[config.mk]
export PLATFORM = sky130hd
export DESIGN_NAME = irq_aggregator
export DESIGN_NICKNAME = d
export VERILOG_FILES = /design/src/rtl/irq_agg_pkg.sv /design/src/rtl/irq_addr_decode.sv /design/src/rtl/irq_cause_mask.sv /design/src/rtl/irq_summary.sv /design/src/rtl/irq_line.sv /design/src/rtl/irq_aggregator.sv
export SDC_FILE = /design/constraint.sdc
export NUM_CORES = 1
export LEC_CHECK = 0
export CAP_MARGIN = 20
export CORE_UTILIZATION = 50
export DETAILED_ROUTE_END_ITERATION = 10
export DONT_BUFFER_PORTS = 1
export PLACE_DENSITY = 0.75
export SETUP_SLACK_MARGIN = 0.1
export SYNTH_ARGS = -nofsm -noshare
export SYNTH_HDL_FRONTEND = slang
export SYNTH_SLANG_ARGS = --single-unit
[constraint.sdc]
create_clock -name clk -period 4.2 [get_ports clk]
set_input_delay 0.21 -clock clk [delete_from_list [all_inputs] [get_ports clk]]
set_output_delay 0.21 -clock clk [all_outputs]
set_load 0.01 [all_outputs]
[src/rtl/irq_agg_pkg.sv]
package irq_agg_pkg;
  parameter int DATA_W = 32;
  parameter int ADDR_W = 24;
  localparam int BYTES = DATA_W / 8;

  parameter logic [ADDR_W-1:0] OFF_CAUSE   = 24'h000C18;
  parameter logic [ADDR_W-1:0] OFF_MASK    = 24'h000C1C;
  parameter logic [ADDR_W-1:0] OFF_HICAUSE = 24'h000C98;
  parameter logic [ADDR_W-1:0] OFF_SERIAL  = 24'h103A00;

  typedef enum logic [2:0] {
    SEL_NONE    = 3'd0,
    SEL_CAUSE   = 3'd1,
    SEL_MASK    = 3'd2,
    SEL_HICAUSE = 3'd3,
    SEL_SERIAL  = 3'd4
  } reg_sel_e;

  // Reverse the byte lanes of a word (host order <-> register order).
  function automatic logic [DATA_W-1:0] lane_flip(input logic [DATA_W-1:0] v);
    logic [DATA_W-1:0] r;
    for (int k = 0; k < BYTES; k++) begin
      r[8*(BYTES-1-k) +: 8] = v[8*k +: 8];
    end
    return r;
  endfunction

  // Any unmasked pending cause.
  function automatic logic pending_any(input logic [DATA_W-1:0] c,
                                       input logic [DATA_W-1:0] m);
    return |(c & m);
  endfunction
endpackage

[src/rtl/irq_addr_decode.sv]
module irq_addr_decode
  import irq_agg_pkg::*;
(
  input  logic [ADDR_W-1:0] addr,
  output reg_sel_e          sel
);
  always_comb begin
    unique case (addr)
      OFF_CAUSE:   sel = SEL_CAUSE;
      OFF_MASK:    sel = SEL_MASK;
      OFF_HICAUSE: sel = SEL_HICAUSE;
      OFF_SERIAL:  sel = SEL_SERIAL;
      default:     sel = SEL_NONE;
    endcase
  end
endmodule

[src/rtl/irq_cause_mask.sv]
module irq_cause_mask
  import irq_agg_pkg::*;
(
  input  logic              clk,
  input  logic              rst_n,
  input  logic              cause_wr,
  input  logic              mask_wr,
  input  logic [DATA_W-1:0] wr_val,
  input  logic [DATA_W-1:0] event_set,
  output logic [DATA_W-1:0] cause_q,
  output logic [DATA_W-1:0] mask_q
);
  logic [DATA_W-1:0] cause_kept;
  logic [DATA_W-1:0] cause_d;

  // Clearing write first, then peripheral sets on top: set wins.
  always_comb begin
    cause_kept = cause_wr ? (cause_q & wr_val) : cause_q;
    cause_d    = cause_kept | event_set;
  end

  always_ff @(posedge clk) begin
    if (!rst_n) begin
      cause_q <= '0;
      mask_q  <= '0;
    end else begin
      cause_q <= cause_d;
      if (mask_wr) mask_q <= wr_val;
    end
  end
endmodule

[src/rtl/irq_summary.sv]
module irq_summary
  import irq_agg_pkg::*;
#(
  parameter int NUM_PORTS = 2,
  parameter int HI_BASE   = 0,
  parameter int SER_BASE  = 0
) (
  input  logic [NUM_PORTS-1:0] eth_sum,
  output logic [DATA_W-1:0]    hi_word,
  output logic [DATA_W-1:0]    ser_word
);
  logic [DATA_W-1:0] hi_bits;
  logic [DATA_W-1:0] ser_bits;

  for (genvar p = 0; p < DATA_W; p++) begin : g_bit
    if (p >= HI_BASE && p < HI_BASE + NUM_PORTS) begin : g_hi
      assign hi_bits[p] = eth_sum[p-HI_BASE];
    end else begin : g_hi0
      assign hi_bits[p] = 1'b0;
    end
    if (p >= SER_BASE && p < SER_BASE + NUM_PORTS) begin : g_ser
      assign ser_bits[p] = eth_sum[p-SER_BASE];
    end else begin : g_ser0
      assign ser_bits[p] = 1'b0;
    end
  end

  assign hi_word  = hi_bits;
  assign ser_word = ser_bits;
endmodule

[src/rtl/irq_line.sv]
module irq_line
  import irq_agg_pkg::*;
(
  input  logic              clk,
  input  logic              rst_n,
  input  logic [DATA_W-1:0] cause_q,
  input  logic [DATA_W-1:0] mask_q,
  output logic              irq_q
);
  always_ff @(posedge clk) begin
    if (!rst_n) irq_q <= 1'b0;
    else        irq_q <= pending_any(cause_q, mask_q);
  end
endmodule

[src/rtl/irq_aggregator.sv]
module irq_aggregator
  import irq_agg_pkg::*;
#(
  parameter int NUM_PORTS = 2
) (
  input  logic              clk,
  input  logic              rst_n,
  input  logic              bus_req,
  input  logic              bus_we,
  input  logic [23:0]       bus_addr,
  input  logic [31:0]       bus_wdata,
  output logic [31:0]       bus_rdata,
  output logic              bus_rvalid,
  input  logic [31:0]       event_set,
  input  logic [NUM_PORTS-1:0] eth_sum,
  output logic              irq_out
);
  reg_sel_e          sel;
  logic              cause_wr;
  logic              mask_wr;
  logic              rd_req;
  logic [DATA_W-1:0] wr_val;
  logic [DATA_W-1:0] cause_q;
  logic [DATA_W-1:0] mask_q;
  logic [DATA_W-1:0] hi_word;
  logic [DATA_W-1:0] ser_word;
  logic [DATA_W-1:0] rd_word;

  irq_addr_decode u_dec (
    .addr (bus_addr),
    .sel  (sel)
  );

  assign rd_req   = bus_req & ~bus_we;
  assign cause_wr = bus_req & bus_we & (sel == SEL_CAUSE);
  assign mask_wr  = bus_req & bus_we & (sel == SEL_MASK);
  assign wr_val   = lane_flip(bus_wdata);

  irq_cause_mask u_regs (
    .clk       (clk),
    .rst_n     (rst_n),
    .cause_wr  (cause_wr),
    .mask_wr   (mask_wr),
    .wr_val    (wr_val),
    .event_set (event_set),
    .cause_q   (cause_q),
    .mask_q    (mask_q)
  );

  irq_summary #(.NUM_PORTS(NUM_PORTS)) u_sum (
    .eth_sum  (eth_sum),
    .hi_word  (hi_word),
    .ser_word (ser_word)
  );

  irq_line u_irq (
    .clk     (clk),
    .rst_n   (rst_n),
    .cause_q (cause_q),
    .mask_q  (mask_q),
    .irq_q   (irq_out)
  );

  always_comb begin
    unique case (sel)
      SEL_CAUSE:   rd_word = cause_q;
      SEL_MASK:    rd_word = mask_q;
      SEL_HICAUSE: rd_word = hi_word;
      SEL_SERIAL:  rd_word = ser_word;
      default:     rd_word = '0;
    endcase
  end

  always_ff @(posedge clk) begin
    if (!rst_n) begin
      bus_rdata  <= '0;
      bus_rvalid <= 1'b0;
    end else begin
      bus_rvalid <= rd_req;
      if (rd_req) bus_rdata <= lane_flip(rd_word);
    end
  end
endmodule

# ---- After elaboration in Yosys (flattened, before gate mapping)
# Cells that the tools add are included.
dict set report word_totals {
  register_bits 98
  inputBits 94
  output_inout_bits 34
  word_cells 26
}
dict set report classes {
  n_eq_ne 8
  mux 3
  bitwise_logic 8
  n_reduce_logical 2
}
# operator count
set ops {}
lappend ops {{one-hot mux 32 bit (3 select lines)} 1}
lappend ops {{equality test 24 x 12 -> 1 bit (second input constant)} 3}
lappend ops {{bitwise AND 32 bit} 2}
lappend ops {{2-to-1 mux 32 bit} 1}
lappend ops {{bitwise OR 32 bit} 1}
lappend ops {{OR reduction 32 bit} 1}
lappend ops {{equality test 24 x 21 -> 1 bit (second input constant)} 1}
lappend ops {{one-hot mux 3 bit (4 select lines)} 1}
lappend ops {{equality test 3 x 2 -> 1 bit (second input constant)} 2}
lappend ops {{bitwise AND 1 bit} 4}
lappend ops {{equality test 3 x 1 -> 1 bit (second input constant)} 1}
lappend ops {{equality test 3 bit (second input constant)} 1}
lappend ops {{OR reduction 2 bit} 1}
lappend ops {{inverter 1 bit} 1}

# ---- Logic depth before layout (Yosys ltp)
# Gate-level depths: netlist of run 1.
dict set report logic_depth {
  ltp_word 6
  depth_mapped 7
  ltp_nobuf 5
}

# ---- Modules after synthesis
# A second synthesis of run 1 with hierarchy kept.
dict set report unflattened {
  hier_cells 543
  area_unflattened_um2 5144.9
}
# mod instances cells_per_inst area_each_um2 seq_area_each_um2
set modules_own_cells {}
lappend modules_own_cells {irq_cause_mask 1 238 2441.1 1281.2}
lappend modules_own_cells {irq_aggregator 1 201 1883.1 660.6}
lappend modules_own_cells {irq_summary 1 65 484.2 0.0}
lappend modules_own_cells {irq_line 1 22 181.4 20.0}
lappend modules_own_cells {irq_addr_decode 1 17 155.1 0.0}

# ---- Least setup slack after synthesis of run 1
# Ideal clock, no wire load.
dict set report synth_timing {
  path_type {input -> register}
  from {input bus_addr[6]}
  to {register u_regs.mask_q[10]}
  setup_ns 0.116
  t_arrival_ns 1.683
  required_time_ns 4.084
  setup_slack_ns 2.401
  path_stages 7
  path_buffers 2
  cell_sequence {or4_4 nor3_4 and4b_1 buf_6 buf_12 mux2i_1 nor2b_1}
}
dict set report synth_via {
  elab_chain_len 4
  word_cells_on_any_way 7
  classes_between {eq/ne: 5; mux: 1; bitwise: 1}
}
# element line
set synth_lines {}
lappend synth_lines {{start, declared} irq_aggregator.sv:10} ;# input logic [23:0] bus_addr,
lappend synth_lines {{equality test 24 x 21 -> 1 bit / equality test 24 x 12 -> 1 bit (equally long branches)} irq_addr_decode.sv:8} ;# unique case (addr)
lappend synth_lines {{one-hot mux 3 bit (4 select lines) (*)} irq_addr_decode.sv:8}
lappend synth_lines {{equality test 3 x 2 -> 1 bit (*)} irq_aggregator.sv:36} ;# assign mask_wr = bus_req & bus_we & (sel == SEL_MASK);
lappend synth_lines {{bitwise AND 1 bit (*)} irq_aggregator.sv:36}
lappend synth_lines {{end signal, assigned} irq_cause_mask.sv:28} ;# if (mask_wr) mask_q <= wr_val;
lappend synth_lines {{end, declared} irq_cause_mask.sv:11} ;# output logic [DATA_W-1:0] mask_q
# Every way passes the cells marked *; elsewhere a longest branch is shown, timed or not.
# A chain may end at the register's enable or synchronous reset.

# ---- Worst setup path in the final report of run 1
dict set report layout_timing {
  from {input bus_addr[6]}
  to {register u_regs.mask_q[12]}
}
# The elaborated chain is that of the path after synthesis.

==> results of run 1 <==
==> cell usage after synthesis, types with 4 or more instances <==
master | instances | area [um2]
dfxtp_1 | 98 | 1962
a22oi_1 | 38 | 285.3
mux2i_1 | 34 | 340.3
nor2_1 | 33 | 123.9
nor2b_1 | 33 | 206.5
o21ai_0 | 33 | 165.2
a21oi_1 | 32 | 160.2
nand2_1 | 32 | 120.1
o21ai_1 | 32 | 160.2
clkbuf_1 | 16 | 60.06
buf_2 | 7 | 35.03
nand4_1 | 5 | 31.28
a221oi_1 | 4 | 35.03
a22o_1 | 4 | 35.03
==> registers in the layout, summed over array words and instances (netlist names) <==
signal / flops
bus_rdata: 32
u_regs.mask_q: 32
bus_rvalid: 1
u_irq.irq_q: 1
u_regs.cause_q: 32
==> cells in the final DEF, fill, tap and decap left out, types with 5 or more instances in the layout <==
| master | netlist | final |
|---|---|---|
| nand2_1 | 32 | 32 |
| clkbuf_8 | 0 | 10 |
| nand4_1 | 5 | 5 |
| a21oi_1 | 32 | 32 |
| nor2b_1 | 33 | 33 |
| o21ai_0 | 33 | 33 |
| dlygate4sd3_1 | 0 | 6 |
| mux2i_1 | 34 | 34 |
| a22oi_1 | 38 | 38 |
| nor2_1 | 33 | 33 |
| dfxtp_1 | 98 | 98 |
| o21ai_1 | 32 | 32 |
==> per-stage QoR <==
step,instances,area [um2]
global route,540,4378
detailed placement,517,4071
CTS,540,4378
global placement,517,4071
floorplan,438,4061
finish,540,4378
==> worst max-delay path: stages <==
cell	delay [ps]
or4_4	580
nor3_4	170
buf_4	350
and4b_2	1020
mux2i_1	290
nor2b_1	60
==> area by class of cell <==
type                            instances  area [um2]  area share
Timing Repair Buffer                   11       110.1     0.02515
Clock buffer                           11       141.4     0.03230
Tap cell                              102       127.6     0.02915
Clock inverter                          5       85.08     0.01943
Sequential cell                        98        1962      0.4481
Multi-Input combinational cell        311        1944      0.4441
Inverter                                2       7.507    0.001715
==> cells by family after synthesis <==
| group | Yosys count | share of synthesized area |
|---|---|---|
| AOI/OAI and AO/OA | 149 | 0.2190 |
| buffers and inverters | 29 | 0.04282 |
| DFF | 98 | 0.4831 |
| muxes | 34 | 0.08380 |
| and+or+nand+nor | 128 | 0.1713 |
==> routing by layer <==
| layer | share of wire | global-route usage | wire length (um) |
|---|---|---|---|
| met3 | 0.081 | 0.06385 | 776 |
| met5 | 0 | 0 | 0 |
| met4 | 0.027 | 0.1107 | 261 |
| met1 | 0.42 | 0.2906 | 4038 |
| met2 | 0.47 | 0.3663 | 4478 |
==> final timing paths <==
kind                 startpoint  cells past startpoint  slack (ps)            endpoint
max                 bus_addr[6]                      6        1750   u_regs.mask_q[12]
min               event_set[22]                      2           9  u_regs.cause_q[22]
max reg2reg  u_regs.cause_q[14]                      4        2580         u_irq.irq_q
min reg2reg       bus_rdata[29]                      2         500       bus_rdata[29]
==> power groups by stage <==
stage / sequential, mW / clock (mW) / combinational, mW
2_1_floorplan: 0.984 / 0 / 0.0484
3_3_place_gp: 0.989 / 0 / 0.0481
3_5_place_dp: 0.990 / 0 / 0.0506
4_1_cts: 0.969 / 0.696 / 0.0648
5_1_grt: 0.972 / 0.745 / 0.0727
6_report: 0.969 / 0.688 / 0.0642
==> what timing repair did <==
item / in CTS / in global routing
gates resized for setup: 0 / 0
hold buffers: 7 / 0
endpoints found under the hold margin: 63 / 0
==> flow_metrics.env, run 1 <==
export IMPL_finalHoldViolCount=0
export IMPL_core_mm2=0.007807
export IMPL_skew_ps=6.474
export IMPL_combPwrFrac=0.037
export IMPL_p_int_mw=1.338
export IMPL_synth_edf_count=0
export IMPL_rsz0062_at_grt="no"
export IMPL_switching_power_mw=0.3829
export IMPL_power_density_mw_per_mm2=393.1
export IMPL_antenna_found_initial=0
export IMPL_slew_headroom=0.2939
export IMPL_path_max_fanout=32
export IMPL_ys_async_sr_fraction=0
export IMPL_n_fill_cell=705
export IMPL_gp_congestion=0.8581
export IMPL_synthToLayoutAreaGrowth_pct=7.794
export IMPL_cts_sinks=98
export IMPL_initial_core_util=0.5202
export IMPL_grt_pass1_wl_mm=15.17
export IMPL_cts_setup_buffers=0
export IMPL_cts_buffers=9
export IMPL_crit_path_end_kind="flip-flop"
export IMPL_drive_above_1_share=0.06849
export IMPL_fin_crit_sh=0.5824
export IMPL_maxCapViolCount=0
export IMPL_worstHoldPathType="primary input to flip-flop"
export IMPL_leakage_nw=1.396
export IMPL_dr_pass1_iters=4
export IMPL_route_detailed_drc=0
export IMPL_cp_start_kind="primary input"
export IMPL_dieWidth_um=92.13
export IMPL_required_ps=4460
export IMPL_vias=3164
export IMPL_netlist_area_mm2=0.004061
export IMPL_path_class="primary input to flip-flop"
export IMPL_grt_pass1_vias=3069
export IMPL_min_period_ps=2446
export IMPL_place_hpwl_mm=6.421
export IMPL_rows=32
export IMPL_clockBufferDepth=2
export IMPL_syn_avg_cell_area_um2=9.273
export IMPL_grt_usage=0.2314
export IMPL_portBuffers=0
export IMPL_finalSetupViolCount=0
export IMPL_num_nets_final=527
export IMPL_fp_dieH_um=92.13
export IMPL_swShare=0.2225
export IMPL_clkLatencyLatePin_ps=370
export IMPL_maxSlewViolCount=0
export IMPL_power_mw=1.721
export IMPL_die_area_mm2=0.008487
export IMPL_finish_utilization=0.5607
export IMPL_p_seq_frac=0.563
export IMPL_avgRoutedWirePerCell_um=17.69
export IMPL_tritoncts="built"
export IMPL_syn_num_nets=532
export IMPL_ios=128
export IMPL_root_buffer="clkbuf_8"
export IMPL_status="complete, no violations"
export IMPL_p_clk_frac=0.400
export IMPL_viasPerCell=5.859
export IMPL_pre_cts_slack_ps=1371
export IMPL_routed_wl_mm=9.555
export IMPL_drt_iter0_drc=140
export IMPL_synth_cell_types=39
export IMPL_synth_seq_area_share=0.4831
export IMPL_grt_overflow=0
export IMPL_n_antenna_cell=0
export IMPL_yosysWarningCount=0
export IMPL_hold_slack_ps=8.827
export IMPL_grt_max_degree=64
export IMPL_power_ir_vdd_worst_v=0.0001732
export IMPL_path_clk_slew_ps=90
export IMPL_netlist_instances=438
export IMPL_critPathArrivalTime_ps=2710
export IMPL_fmax_mhz=408.8
export IMPL_yosys_most_used_dff="dfxtp_1"
export IMPL_ys_ff_latch=98
export IMPL_tightest_slew_ps=1059
export IMPL_htreeDepth=3
export IMPL_finalWorstSetupSlack_ps=1754
export IMPL_ant_nets=0
export IMPL_setup_tns_ps=0
No activity file was read; power rests on OpenSTA's default activity.
==> inputs of run 2 (changes only) <==
Clock period 4.2 ns to 2.3 ns, I/O delays scaled along.
==> flow_metrics.env, run 2 (same netlist as run 1, synthesis figures left out) <==
export IMPL_maxCapViolCount=0
export IMPL_cpMaxStageDelayCell="a221oi_1"
export IMPL_use_met3=0.04892
export IMPL_viasPerCell=5.784
export IMPL_min_period_ps=1599
export IMPL_hold_buffers=81
export IMPL_grt_pass1_wl_mm=17.53
export IMPL_avgRoutedWirePerCell_um=17.97
export IMPL_dieWidth_um=92.13
export IMPL_portBuffers=0
export IMPL_ios=128
export IMPL_die_area_mm2=0.008487
export IMPL_status="complete, no violations"
export IMPL_finalHoldViolCount=0
export IMPL_regArea_mm2=0.001962
export IMPL_drive_above_1_share=0.06031
export IMPL_crit_path_end_kind="flip-flop"
export IMPL_synthToLayoutAreaGrowth_pct=25.91
export IMPL_leakage_nw=1.717
export IMPL_vias=3563
export IMPL_power_density_mw_per_mm2=610.1
export IMPL_power_ir_vdd_worst_v=0.0003476
export IMPL_reg2reg_slack_ps=700
export IMPL_path_clk_slew_ps=100
export IMPL_n_fill_cell=631
export IMPL_fin_crit_sh=0.6953
export IMPL_ant_nets=0
export IMPL_timing_rr_start="u_regs.cause_q[14]"
export IMPL_tritoncts="built"
export IMPL_routed_wl_mm=11.07
export IMPL_root_buffer="clkbuf_8"
export IMPL_dr_pass1_iters=5
export IMPL_hold_path_depth=2
export IMPL_grt_usage=0.2621
export IMPL_htreeDepth=3
export IMPL_route_detailed_drc=0
export IMPL_min_from="bus_we"
export IMPL_cts_buffers=9
export IMPL_num_nets_final=603
export IMPL_grt_pass1_vias=3655
export IMPL_pre_cts_slack_ps=466.0
export IMPL_finish_utilization=0.6550
export IMPL_combPwrFrac=0.077
export IMPL_finalWorstSetupSlack_ps=700.9
export IMPL_reg_top3="bus_rdata (32), u_regs.cause_q (32), u_regs.mask_q (32)"
export IMPL_use_met1=0.3008
export IMPL_slowest_delay_ps=450
export IMPL_drt_iter0_drc=166
export IMPL_fmax_mhz=625.4
export IMPL_path_max_fanout=3
export IMPL_critPathArrivalTime_ps=1850
export IMPL_crit_path_cell_trace="a22o_1, a221oi_1, nand4_1, o31a_1"
export IMPL_switching_power_mw=0.7308
export IMPL_p_seq_frac=0.567
export IMPL_multiInputGateArea_mm2=0.001944
export IMPL_mostFrequentLayoutCells="98 x dfxtp_1, 80 x dlygate4sd3_1, 38 x a22oi_1, 34 x mux2i_1"
export IMPL_n_antenna_cell=0
export IMPL_clkLatencyLatePin_ps=350
export IMPL_maxSlewViolCount=0
export IMPL_fp_dieH_um=92.13
export IMPL_cts_setup_buffers=0
export IMPL_rsz0062_at_grt="no"
export IMPL_required_ps=2550
export IMPL_grt_overflow=0
export IMPL_cp_start_kind="flip-flop"
export IMPL_finalSetupViolCount=0
export IMPL_place_hpwl_mm=6.447
export IMPL_top_usage_layer="met2"
export IMPL_grt_max_degree=67
export IMPL_skew_ps=11.49
export IMPL_setup_tns_ps=0
export IMPL_core_mm2=0.007807
export IMPL_rr_endpoint="u_irq.irq_q"
export IMPL_layout_commonest_cell="dfxtp_1"
export IMPL_worstRegToRegCells=4
export IMPL_clockBufferDepth=2
export IMPL_swShare=0.2342
export IMPL_globalRouteMet2Util=0.4801
export IMPL_slew_headroom=0.3489
export IMPL_cts_resized=0
export IMPL_gp_congestion=0.8354
export IMPL_rows=32
export IMPL_antenna_found_initial=0
export IMPL_p_clk_frac=0.356
export IMPL_min_to="bus_rvalid"
export IMPL_tightest_slew_ps=974.2
export IMPL_worstHoldPathType="primary input to flip-flop"
export IMPL_path_class="flip-flop to flip-flop"
export IMPL_cts_sinks=98
export IMPL_p_int_mw=2.389
export IMPL_initial_core_util=0.5202
run 2: through the flow:
stage | hold WS [ps] | power, mW | area (um2) | instances
2_1_floorplan | 281.8 | 1.885 | 4061 | 438
3_3_place_gp | 253.5 | 1.895 | 4099 | 519
3_5_place_dp | 256.4 | 1.903 | 4099 | 519
4_1_cts | 50.39 | 3.124 | 5114 | 616
5_1_grt | 68.64 | 3.227 | 5114 | 616
6_report | 61.65 | 3.120 | 5114 | 616
run 2: critical path, delay by kind of cell, from the launching register on:
kind	cells	cell delay, ps
AO/OA/AOI/OAI	3	950
flip-flops	1	340
AND/OR/NAND/NOR	1	200
run 2: final cells by class:
type,instances,area share
flip-flops and latches,98,0.3837
multi-input cells,311,0.3802
repair buffers,87,0.1718
clock buffers,11,0.02569
well taps,102,0.02496
clock inverters,5,0.01223
inverters,2,0.001468
run 2: worst max path at each step:
stage / slack, ps / end / depth (start not counted) / from
detailed placement: 470 / u_regs.mask_q[25] / 6 / bus_addr[6]
finish: 700 / u_irq.irq_q / 4 / u_regs.cause_q[14]
CTS: 720 / u_irq.irq_q / 4 / u_regs.cause_q[14]
floorplan: 600 / u_regs.mask_q[10] / 7 / bus_addr[6]
global route: 660 / u_irq.irq_q / 4 / u_regs.cause_q[14]
global placement: 510 / u_regs.mask_q[22] / 6 / bus_addr[6]
run 2: power groups by stage:
| stage | combinational (mW) | sequential (mW) | clock, mW |
|---|---|---|---|
| 3_3_place_gp | 0.0885 | 1.81 | 0 |
| 5_1_grt | 0.259 | 1.78 | 1.19 |
| 3_5_place_dp | 0.0937 | 1.81 | 0 |
| 2_1_floorplan | 0.0884 | 1.80 | 0 |
| 4_1_cts | 0.233 | 1.77 | 1.12 |
| 6_report | 0.240 | 1.77 | 1.11 |
run 2: per-layer routing:
metal  part of all wire  routed length, um  vias to the layer above
li1                   -                  -                     1728
met1               0.41               4576                     1681
met2               0.51               5620                      139
met3              0.063                702                       15
met4              0.015                168                        0
met5                  0                  0                        -
